===== src/rtl/snap_cnt_pkg.sv =====
package snap_cnt_pkg;
  // byte offsets decoded by the register port
  localparam logic [7:0] OFF_CTRL = 8'hA0;
  localparam logic [7:0] OFF_LO   = 8'hA4;
  localparam logic [7:0] OFF_HI   = 8'hA8;
  // control word bit that requests a capture and reads back busy
  localparam int unsigned REQ_BIT = 1;

  typedef enum logic [1:0] {
    SEL_CTRL,
    SEL_LO,
    SEL_HI,
    SEL_NONE
  } reg_sel_e;
endpackage


===== src/rtl/snap_cnt_free.sv =====
module snap_cnt_free #(
  parameter int unsigned      CNT_W    = 64,
  parameter logic [CNT_W-1:0] INIT_VAL = '0
) (
  input  logic             clk,
  input  logic             rst,
  input  logic             tick_i,
  output logic [CNT_W-1:0] cnt_o
);
  logic [CNT_W-1:0] cnt_q;

  // wraps naturally from all-ones to zero
  always_ff @(posedge clk) begin
    if (rst) begin
      cnt_q <= INIT_VAL;
    end else if (tick_i) begin
      cnt_q <= cnt_q + 1'b1;
    end
  end

  assign cnt_o = cnt_q;
endmodule


===== src/rtl/snap_cnt_latch.sv =====
module snap_cnt_latch #(
  parameter int unsigned CNT_W     = 64,
  parameter int unsigned LATCH_DLY = 2
) (
  input  logic             clk,
  input  logic             rst,
  input  logic             req_i,
  input  logic [CNT_W-1:0] cnt_i,
  output logic             busy_o,
  output logic [CNT_W-1:0] snap_o
);
  logic [LATCH_DLY-1:0] pipe_q;
  logic                 busy_q;
  logic                 start;
  logic                 done;
  logic [CNT_W-1:0]     snap_q;

  // a request while a capture is in flight is dropped
  assign start = req_i & ~busy_q;
  assign done  = pipe_q[LATCH_DLY-1];

  always_ff @(posedge clk) begin
    if (rst) begin
      pipe_q[0] <= 1'b0;
    end else begin
      pipe_q[0] <= start;
    end
  end

  generate
    for (genvar i = 1; i < int'(LATCH_DLY); i++) begin : g_stage
      always_ff @(posedge clk) begin
        if (rst) begin
          pipe_q[i] <= 1'b0;
        end else begin
          pipe_q[i] <= pipe_q[i-1];
        end
      end
    end
  endgenerate

  always_ff @(posedge clk) begin
    if (rst) begin
      busy_q <= 1'b0;
    end else if (start) begin
      busy_q <= 1'b1;
    end else if (done) begin
      busy_q <= 1'b0;
    end
  end

  always_ff @(posedge clk) begin
    if (rst) begin
      snap_q <= '0;
    end else if (done) begin
      snap_q <= cnt_i;
    end
  end

  assign busy_o = busy_q;
  assign snap_o = snap_q;
endmodule


===== src/rtl/snap_cnt_regs.sv =====
module snap_cnt_regs
  import snap_cnt_pkg::*;
#(
  parameter int unsigned ADDR_W = 8,
  parameter int unsigned DATA_W = 32
) (
  input  logic                clk,
  input  logic                rst,
  input  logic [ADDR_W-1:0]   addr_i,
  input  logic                we_i,
  input  logic [DATA_W-1:0]   wdata_i,
  input  logic                re_i,
  input  logic                busy_i,
  input  logic [2*DATA_W-1:0] snap_i,
  output logic                req_o,
  output logic [DATA_W-1:0]   rdata_o
);
  reg_sel_e          sel;
  logic [DATA_W-1:0] rd_mux;
  logic [DATA_W-1:0] rdata_q;

  always_comb begin
    if (addr_i == ADDR_W'(OFF_CTRL)) begin
      sel = SEL_CTRL;
    end else if (addr_i == ADDR_W'(OFF_LO)) begin
      sel = SEL_LO;
    end else if (addr_i == ADDR_W'(OFF_HI)) begin
      sel = SEL_HI;
    end else begin
      sel = SEL_NONE;
    end
  end

  assign req_o = we_i & (sel == SEL_CTRL) & wdata_i[REQ_BIT];

  always_comb begin
    rd_mux = '0;
    unique case (sel)
      SEL_CTRL: rd_mux[REQ_BIT] = busy_i;
      SEL_LO:   rd_mux = snap_i[DATA_W-1:0];
      SEL_HI:   rd_mux = snap_i[2*DATA_W-1:DATA_W];
      default:  rd_mux = '0;
    endcase
  end

  always_ff @(posedge clk) begin
    if (rst) begin
      rdata_q <= '0;
    end else if (re_i) begin
      rdata_q <= rd_mux;
    end
  end

  assign rdata_o = rdata_q;
endmodule


===== src/rtl/snap_cnt_top.sv =====
module snap_cnt_top #(
  parameter int unsigned ADDR_W    = 8,
  parameter int unsigned DATA_W    = 32,
  parameter int unsigned LATCH_DLY = 2,
  parameter logic [2*DATA_W-1:0] INIT_VAL = '0
) (
  input  logic              clk,
  input  logic              rst,
  input  logic              ref_tick,
  input  logic [ADDR_W-1:0] bus_addr,
  input  logic              bus_we,
  input  logic [DATA_W-1:0] bus_wdata,
  input  logic              bus_re,
  output logic [DATA_W-1:0] bus_rdata,
  output logic [DATA_W-1:0] snap_lo,
  output logic [DATA_W-1:0] snap_hi,
  output logic              latch_busy
);
  localparam int unsigned CNT_W = 2 * DATA_W;

  logic [CNT_W-1:0] cnt_w;
  logic [CNT_W-1:0] snap_w;
  logic             req_w;
  logic             busy_w;

  snap_cnt_free #(
    .CNT_W    (CNT_W),
    .INIT_VAL (INIT_VAL)
  ) u_free (
    .clk    (clk),
    .rst    (rst),
    .tick_i (ref_tick),
    .cnt_o  (cnt_w)
  );

  snap_cnt_latch #(
    .CNT_W     (CNT_W),
    .LATCH_DLY (LATCH_DLY)
  ) u_latch (
    .clk    (clk),
    .rst    (rst),
    .req_i  (req_w),
    .cnt_i  (cnt_w),
    .busy_o (busy_w),
    .snap_o (snap_w)
  );

  snap_cnt_regs #(
    .ADDR_W (ADDR_W),
    .DATA_W (DATA_W)
  ) u_regs (
    .clk     (clk),
    .rst     (rst),
    .addr_i  (bus_addr),
    .we_i    (bus_we),
    .wdata_i (bus_wdata),
    .re_i    (bus_re),
    .busy_i  (busy_w),
    .snap_i  (snap_w),
    .req_o   (req_w),
    .rdata_o (bus_rdata)
  );

  assign snap_lo    = snap_w[DATA_W-1:0];
  assign snap_hi    = snap_w[CNT_W-1:DATA_W];
  assign latch_busy = busy_w;
endmodule


===== config.mk =====
export PLATFORM = sky130hd
export DESIGN_NAME = snap_cnt_top
export DESIGN_NICKNAME = d
export VERILOG_FILES = /design/src/rtl/snap_cnt_pkg.sv /design/src/rtl/snap_cnt_free.sv /design/src/rtl/snap_cnt_latch.sv /design/src/rtl/snap_cnt_regs.sv /design/src/rtl/snap_cnt_top.sv
export SDC_FILE = /design/constraint.sdc
export NUM_CORES = 1
export LEC_CHECK = 0
export ABC_AREA = 0
export ABC_CLOCK_PERIOD_IN_PS = 6300
export CORE_MARGIN = 5
export CORE_UTILIZATION = 40
export DETAILED_ROUTE_END_ITERATION = 10
export GPL_TIMING_DRIVEN = 1
export PLACE_DENSITY = 0.71
export SLEW_MARGIN = 30
export SYNTH_ARGS = -nofsm -noshare
export SYNTH_HDL_FRONTEND = slang
export SYNTH_SLANG_ARGS = --single-unit

===== constraint.sdc =====
create_clock -name clk -period 6.3 [get_ports clk]
set_input_delay 1.575 -clock clk [delete_from_list [all_inputs] [get_ports clk]]
set_output_delay 1.575 -clock clk [all_outputs]
set_load 0.02 [all_outputs]

==> results of run 1 <==
==> worst register-to-register path: cells and delay by family (launching register included) <==
family	cells	cell delay (ns)
and+or+nand+nor	4	1.91
DFF	1	0.52
muxes	1	0.37
==> flip-flops by register name, summed over array words and instances (netlist names) <==
name / cells
u_free.cnt_o: 64
u_latch.snap_o: 64
u_regs.rdata_o: 32
u_latch.busy_o: 1
u_latch.done: 1
u_latch.pipe_q: 1
==> placed cells by master, fill, tap and decap left out, types with 2 or more instances in the layout <==
cell type | Yosys | layout
dfxtp_1 | 163 | 162
nor2_1 | 149 | 149
clkdlybuf4s50_1 | 0 | 109
mux2i_1 | 66 | 66
a21oi_1 | 53 | 53
nor2b_1 | 37 | 37
nand4_1 | 32 | 32
a22o_1 | 31 | 31
xor2_1 | 25 | 25
nand3_1 | 21 | 21
nand2_1 | 20 | 20
clkbuf_16 | 0 | 17
o21ai_0 | 13 | 13
or3_1 | 13 | 13
or4_1 | 12 | 12
and3_1 | 11 | 11
xnor2_1 | 10 | 10
o31ai_1 | 10 | 10
inv_1 | 8 | 8
nor4_1 | 8 | 8
and2_1 | 9 | 8
buf_4 | 1 | 7
nand4_2 | 5 | 5
nor3_1 | 5 | 5
nor4_4 | 5 | 5
ha_1 | 5 | 5
clkinv_2 | 0 | 5
mux2_2 | 4 | 4
and4_1 | 3 | 3
bufinv_16 | 0 | 3
nand4_4 | 2 | 2
nor3_2 | 2 | 2
clkbuf_1 | 35 | 2
clkbuf_8 | 0 | 2
clkinv_4 | 0 | 2
==> path summary, 6_finish.rpt <==
check               startpoint  slack, ns          endpoint  cells after the start
max                   ref_tick       2.01  u_free.cnt_o[49]                      6
min          u_latch.pipe_q[0]       0.45      u_latch.done                      1
max reg2reg    u_free.cnt_o[2]       3.39  u_free.cnt_o[49]                      5
min reg2reg  u_latch.pipe_q[0]       0.45      u_latch.done                      1
==> logic make-up after synthesis <==
group,Yosys count,share of synthesized area [%]
DFF,163,45.8
AOI/OAI and AO/OA,111,10.0
and+or+nand+nor,340,26.0
adders and majority gates,5,0.878
xor gates and xnor gates,35,4.30
muxes,70,9.91
buffers and inverters,55,3.06
==> layer usage <==
| metal | track usage, % | vias to the layer above | part of all wire, % |
|---|---|---|---|
| li1 | - | 2947 | - |
| met1 | 25.9 | 2886 | 47 |
| met2 | 28.5 | 165 | 45 |
| met3 | 3.89 | 18 | 6.2 |
| met4 | 6.39 | 0 | 1.6 |
| met5 | 0 | - | 0 |
==> report_power, final <==
group          switching, mW  leakage, nW  total (mW)  internal [mW]
sequential           0.00223         1.31        1.03           1.03
clock                  0.407        0.296        1.05          0.639
combinational         0.0263         1.48      0.0378         0.0115
total                  0.436         3.09        2.12           1.68
==> area by class of cell <==
| cell class | count | area share, % |
|---|---|---|
| clock inverter | 10 | 1.48 |
| tap | 225 | 3.14 |
| multi-input combinational | 561 | 40.6 |
| sequential | 163 | 36.4 |
| timing repair buffer | 117 | 12.9 |
| inverter | 8 | 0.335 |
| clock buffer | 21 | 5.13 |
==> out/metrics.cfg, run 1 <==
[outcome]
outcome = completed

[clocking]
clock-sinks = 163
cts_tree = built
clock_latency_ns = 0.43
cts.repair.resized = 0
cts_root_buffer = clkbuf_16
cts_buffers = 17
cts_setup_buffers = 0
clockBufferDepth = 2
clk_pin_slew_ns = 0.06
cts_hold_buf = 0
htreeDepth = 4

[detailed_routing]
drc = 0
vias = 6016
viasPerCell = 5.44
wire_per_inst_um = 17.3
drt-pass1-iter-count = 5
drtAntennaViolNets = 0
drt_iter0_drc = 476
routed_wl_mm = 19.1

[critical_path]
path_cells = clkdlybuf4s50_1, nand4_1, nor4_4, nand2_1, nor4_1, mux2_2
required_ns = 6.62
critPathLaunchType = input pin
max_stage_delay_ns = 0.73
criticalPathCategory = in -> reg
critPathMaxFanout = 12
arrival_ns = 4.61
endpoint_kind = flip-flop
critPathTopFamily = simple AND/OR/NAND/NOR gates
slowest_stage = clkdlybuf4s50_1
worst-path-buf-inv = 1

[yosys]
synth.distinct_cells = 41
ys.flop_type = dfxtp_1
yosysTopAreaCell = dfxtp_1
ys_ff_latch = 163
netlist_top_cells_count = dfxtp_1 (163), nor2_1 (149), mux2i_1 (66)
async_flop_share_pct = 0
synth_area_leaders = dfxtp_1 (46%), mux2i_1 (9.3%), nor2_1 (7.9%)
yosysTopAreaCellShare_pct = 45.8
synth_edf_count = 0
ys_seq_area_share_pct = 45.8
ys_warn_count = 0
synth_area_mm2 = 0.00712
synth_nets = 829
synth.most_common_cell = dfxtp_1
syn-mean-instance-area_um2 = 9.14
syn_inst = 779

[layout]
drive_above_1_share_pct = 6.82
stdcell_count = 1105
num_antenna_cells = 0
final_core_util_pct = 51.7
multi_input_comb_area_mm2 = 0.00364
n_fill_cell = 1639
final_nets = 918
register_area_mm2 = 0.00327
syn2layout_area_growth_pct = 25.9
design_area_mm2 = 0.00897

[power_and_ir_drop]
ir_drop_mv = 0.189
powerDensity_mw_per_mm2 = 236
leakagePower_nw = 3.09
power.total_mw = 2.12

[floorplanning]
die_w_um = 143
row_count = 48
die_h_um = 143
fp.coreArea_mm2 = 0.0174
die_area_mm2 = 0.0206
ios = 142
start_util_pct = 41.0

[grt]
antenna_found_initial = 0
grt_pass1_vias = 5647
grt_overflow_total = 0
track_usage_pct = 18.5
grt_max_degree = 91
grt_pass1_wl_mm = 30.4

[place]
port_buffers = 110
dp_hpwl_mm = 12.8
place_inst = 1074
dp_slack_ns = 1.59
placed_area_mm2 = 0.00838
place.gp.congestion = 0.846

[sta]
drv_slew = 0
max_slew_margin_pct = 39.6
rsz0062_at_grt = false
layout_setup_ws_ns = 2.01
setup_viol = 0
fin_tns_setup_ns = 0
fin_crit_ns = 4.29
period_share_pct = 68.2
max_freq_mhz = 233
clock_skew_ns = 0.00727
hold_ws_ns = 0.451
hold_violations = 0
worstMarginPinSlew_ns = 0.905

[min_path]
hp-class = reg -> reg

[run]
maxCapViolCount = 0

Note: power is estimated with default switching activity, not from simulation.
==> inputs of run 2 (changes only) <==
ABC_CLOCK_PERIOD_IN_PS = 4300   (was 6300)
clock period = 4.3 ns   (was 6.3 ns; I/O delays follow)
==> run 2 against run 1 <==
Against the previous run: design area increased by 0.63%; power increased by 45%; sequential power increased by 47%; die area unchanged; global-route usage about the same; setup slack got worse by 0.96 ns; flip-flop and latch count unchanged; sequential share of layout area decreased by 0.23 points; critical path type unchanged; critical endpoint is now u_regs.rdata_o[19]; largest power group is now sequential cells; highest routed layer unchanged.
==> out/metrics.cfg, run 2 (synthesis gave the netlist of run 1 again) <==
[power_and_ir_drop]
p_clk_share_pct = 48.8  ; was 49.4%
seqPwrFrac_pct = 49.3  ; was 48.8%
p_sw_share_pct = 21.3  ; was 20.6%
net-switching-power_mw = 0.654  ; was 0.436 mW
ir_drop_mv = 0.288  ; was 0.189 mV
comb_power_share_pct = 1.9  ; was 1.8%
power.total_mw = 3.07  ; was 2.12 mW
leakagePower_nw = 3.11  ; was 3.09 nW
powerDensity_mw_per_mm2 = 340  ; was 236 mW/mm²
p_int_mw = 2.42  ; was 1.68 mW

[clocking]
cts.repair.resized = 0  ; unchanged
clock-sinks = 163  ; unchanged
clock_latency_ns = 0.42  ; was 0.43 ns
cts_buffers = 17  ; unchanged
clockBufferDepth = 2  ; unchanged
cts_setup_buffers = 0  ; unchanged
htreeDepth = 4  ; unchanged
clk_pin_slew_ns = 0.06  ; about the same
cts_hold_buf = 0  ; unchanged
cts_root_buffer = clkbuf_16  ; unchanged
cts_tree = built  ; unchanged

[critical_path]
crit_path_start = bus_addr[4]  ; was ref_tick
slowest_stage = ha_1  ; was clkdlybuf4s50_1
required_ns = 4.57  ; was 6.62 ns
crit_top_cell = nor2_1
arrival_ns = 3.53  ; was 4.61 ns
criticalPathCategory = in -> reg  ; unchanged
max_stage_delay_ns = 0.49  ; was 0.73 ns
critPathMaxFanout = 17  ; was 12
path_cells = clkdlybuf4s50_1, nor4b_1, nand3b_1, nor2_1, inv_1, ha_1, buf_4, a22o_1, a21oi_1, nor2_1  ; was clkdlybuf4s50_1, nand4_1, nor4_4, nand2_1, nor4_1, mux2_2
r2r-start = u_free.cnt_o[25]  ; was u_free.cnt_o[2]
endpoint_kind = flip-flop  ; unchanged
critPathLaunchType = input pin  ; unchanged

[sta]
hold_violations = 0  ; unchanged
drv_slew = 0  ; unchanged
max_slew_margin_pct = 36.8  ; was 39.6%
clock_skew_ns = 0.00952  ; was 0.00727 ns
worstMarginPinSlew_ns = 0.947  ; was 0.905 ns
rsz0062_at_grt = false  ; unchanged
period_share_pct = 75.7
fin_tns_setup_ns = 0  ; unchanged
max_freq_mhz = 307
fin_crit_ns = 3.26
setup_viol = 0  ; unchanged

[detailed_routing]
drt-pass1-iter-count = 5  ; unchanged
drt_iter0_drc = 533  ; was 476
drc = 0  ; unchanged
routed_wl_mm = 19.2  ; was 19.1 mm
wire_per_inst_um = 17.2  ; was 17.3 µm
drtAntennaViolNets = 0  ; unchanged
vias = 6010  ; was 6016
viasPerCell = 5.40  ; was 5.44

[layout]
most-common-layout-cells = dfxtp_1 (162), nor2_1 (149), clkdlybuf4s50_1 (109)  ; unchanged
final_nets = 924  ; was 918
num_antenna_cells = 0  ; unchanged
syn2layout_area_growth_pct = 26.7  ; was 25.9%
drive_above_1_share_pct = 7.55  ; was 6.82%
final_common_cell = dfxtp_1  ; unchanged

[floorplanning]
die_h_um = 143  ; unchanged
fp.coreArea_mm2 = 0.0174  ; unchanged
die_area_mm2 = 0.0206  ; unchanged
ios = 142  ; unchanged
die_w_um = 143  ; unchanged
start_util_pct = 41.0  ; unchanged
row_count = 48  ; unchanged

[place]
port_buffers = 110  ; unchanged
dp_hpwl_mm = 13.4  ; was 12.8 mm
place.gp.congestion = 0.848  ; was 0.846

[outcome]
outcome = completed  ; unchanged

[grt]
grt_pass1_wl_mm = 30.2  ; was 30.4 mm
antenna_found_initial = 0  ; unchanged
grt_pass1_vias = 5657  ; was 5647
grt_max_degree = 90  ; was 91
grt_overflow_total = 0  ; unchanged
track_usage_pct = 18.6  ; was 18.5%

[min_path]
worstHoldStart = u_latch.pipe_q[0]  ; unchanged
hp-class = reg -> reg  ; unchanged

[run]
maxCapViolCount = 0  ; unchanged

==> run 2: cell types whose count changed in the layout (fill, tap and decap cells not counted), sizes merged <==
cell and delta:
clkinvlp +3, clkbuf -1, buf +6, bufinv -1
==> run 2: path summary, 6_finish.rpt <==
kind,endpoint,slack [ns],cells past startpoint
max,u_regs.rdata_o[19],1.04,10
min,u_latch.done,0.45,1
max reg2reg,u_free.cnt_o[47],1.80,5
min reg2reg,u_latch.done,0.45,1
==> run 2: critical path, delay by kind of cell <==
kind / cells / cell delay [ns]
buffers and inverters: 3 / 0.85
and+or+nand+nor: 4 / 0.70
adders and majority gates: 1 / 0.49
AOI/OAI and AO/OA: 2 / 0.40
==> run 2: stage by stage <==
step	utilization [%]	instance area, µm²	cells	setup WS [ns]	hold slack, ns
final	52.0	9030	1112	1.04	0.448
after global routing	52.0	9030	1112	0.785	0.463
after floorplan	-	7120	779	1.56	0.414
after global placement	48.5	8410	1079	0.668	0.434
after CTS	52.0	9030	1112	1.06	0.451
after detailed placement	48.6	8440	1080	0.624	0.442
==> run 2: per-layer routing <==
layer	vias to the layer above	share of wire, %	track usage [%]
li1	2938	-	-
met1	2898	47	25.1
met2	157	45	29.6
met3	17	6.8	5.22
met4	0	0.99	4.41
met5	-	0	0
==> run 2: cell type report <==
cell class,instances,area [µm²]
timing repair buffer,123,1220
fill,1605,8330
inverter,8,30.0
sequential,163,3270
multi-input combinational,561,3640
clock buffer,20,457
clock inverter,12,133
tap,225,282
==> run 2: power by group through the flow <==
stage	Combinational (mW)	Clock (mW)	Sequential [mW]
floorplan	0.0334	0	1.55
global placement	0.0575	0	1.55
detailed placement	0.0577	0	1.55
CTS	0.0582	1.52	1.51
global route	0.0630	1.59	1.51
finish	0.0580	1.50	1.51
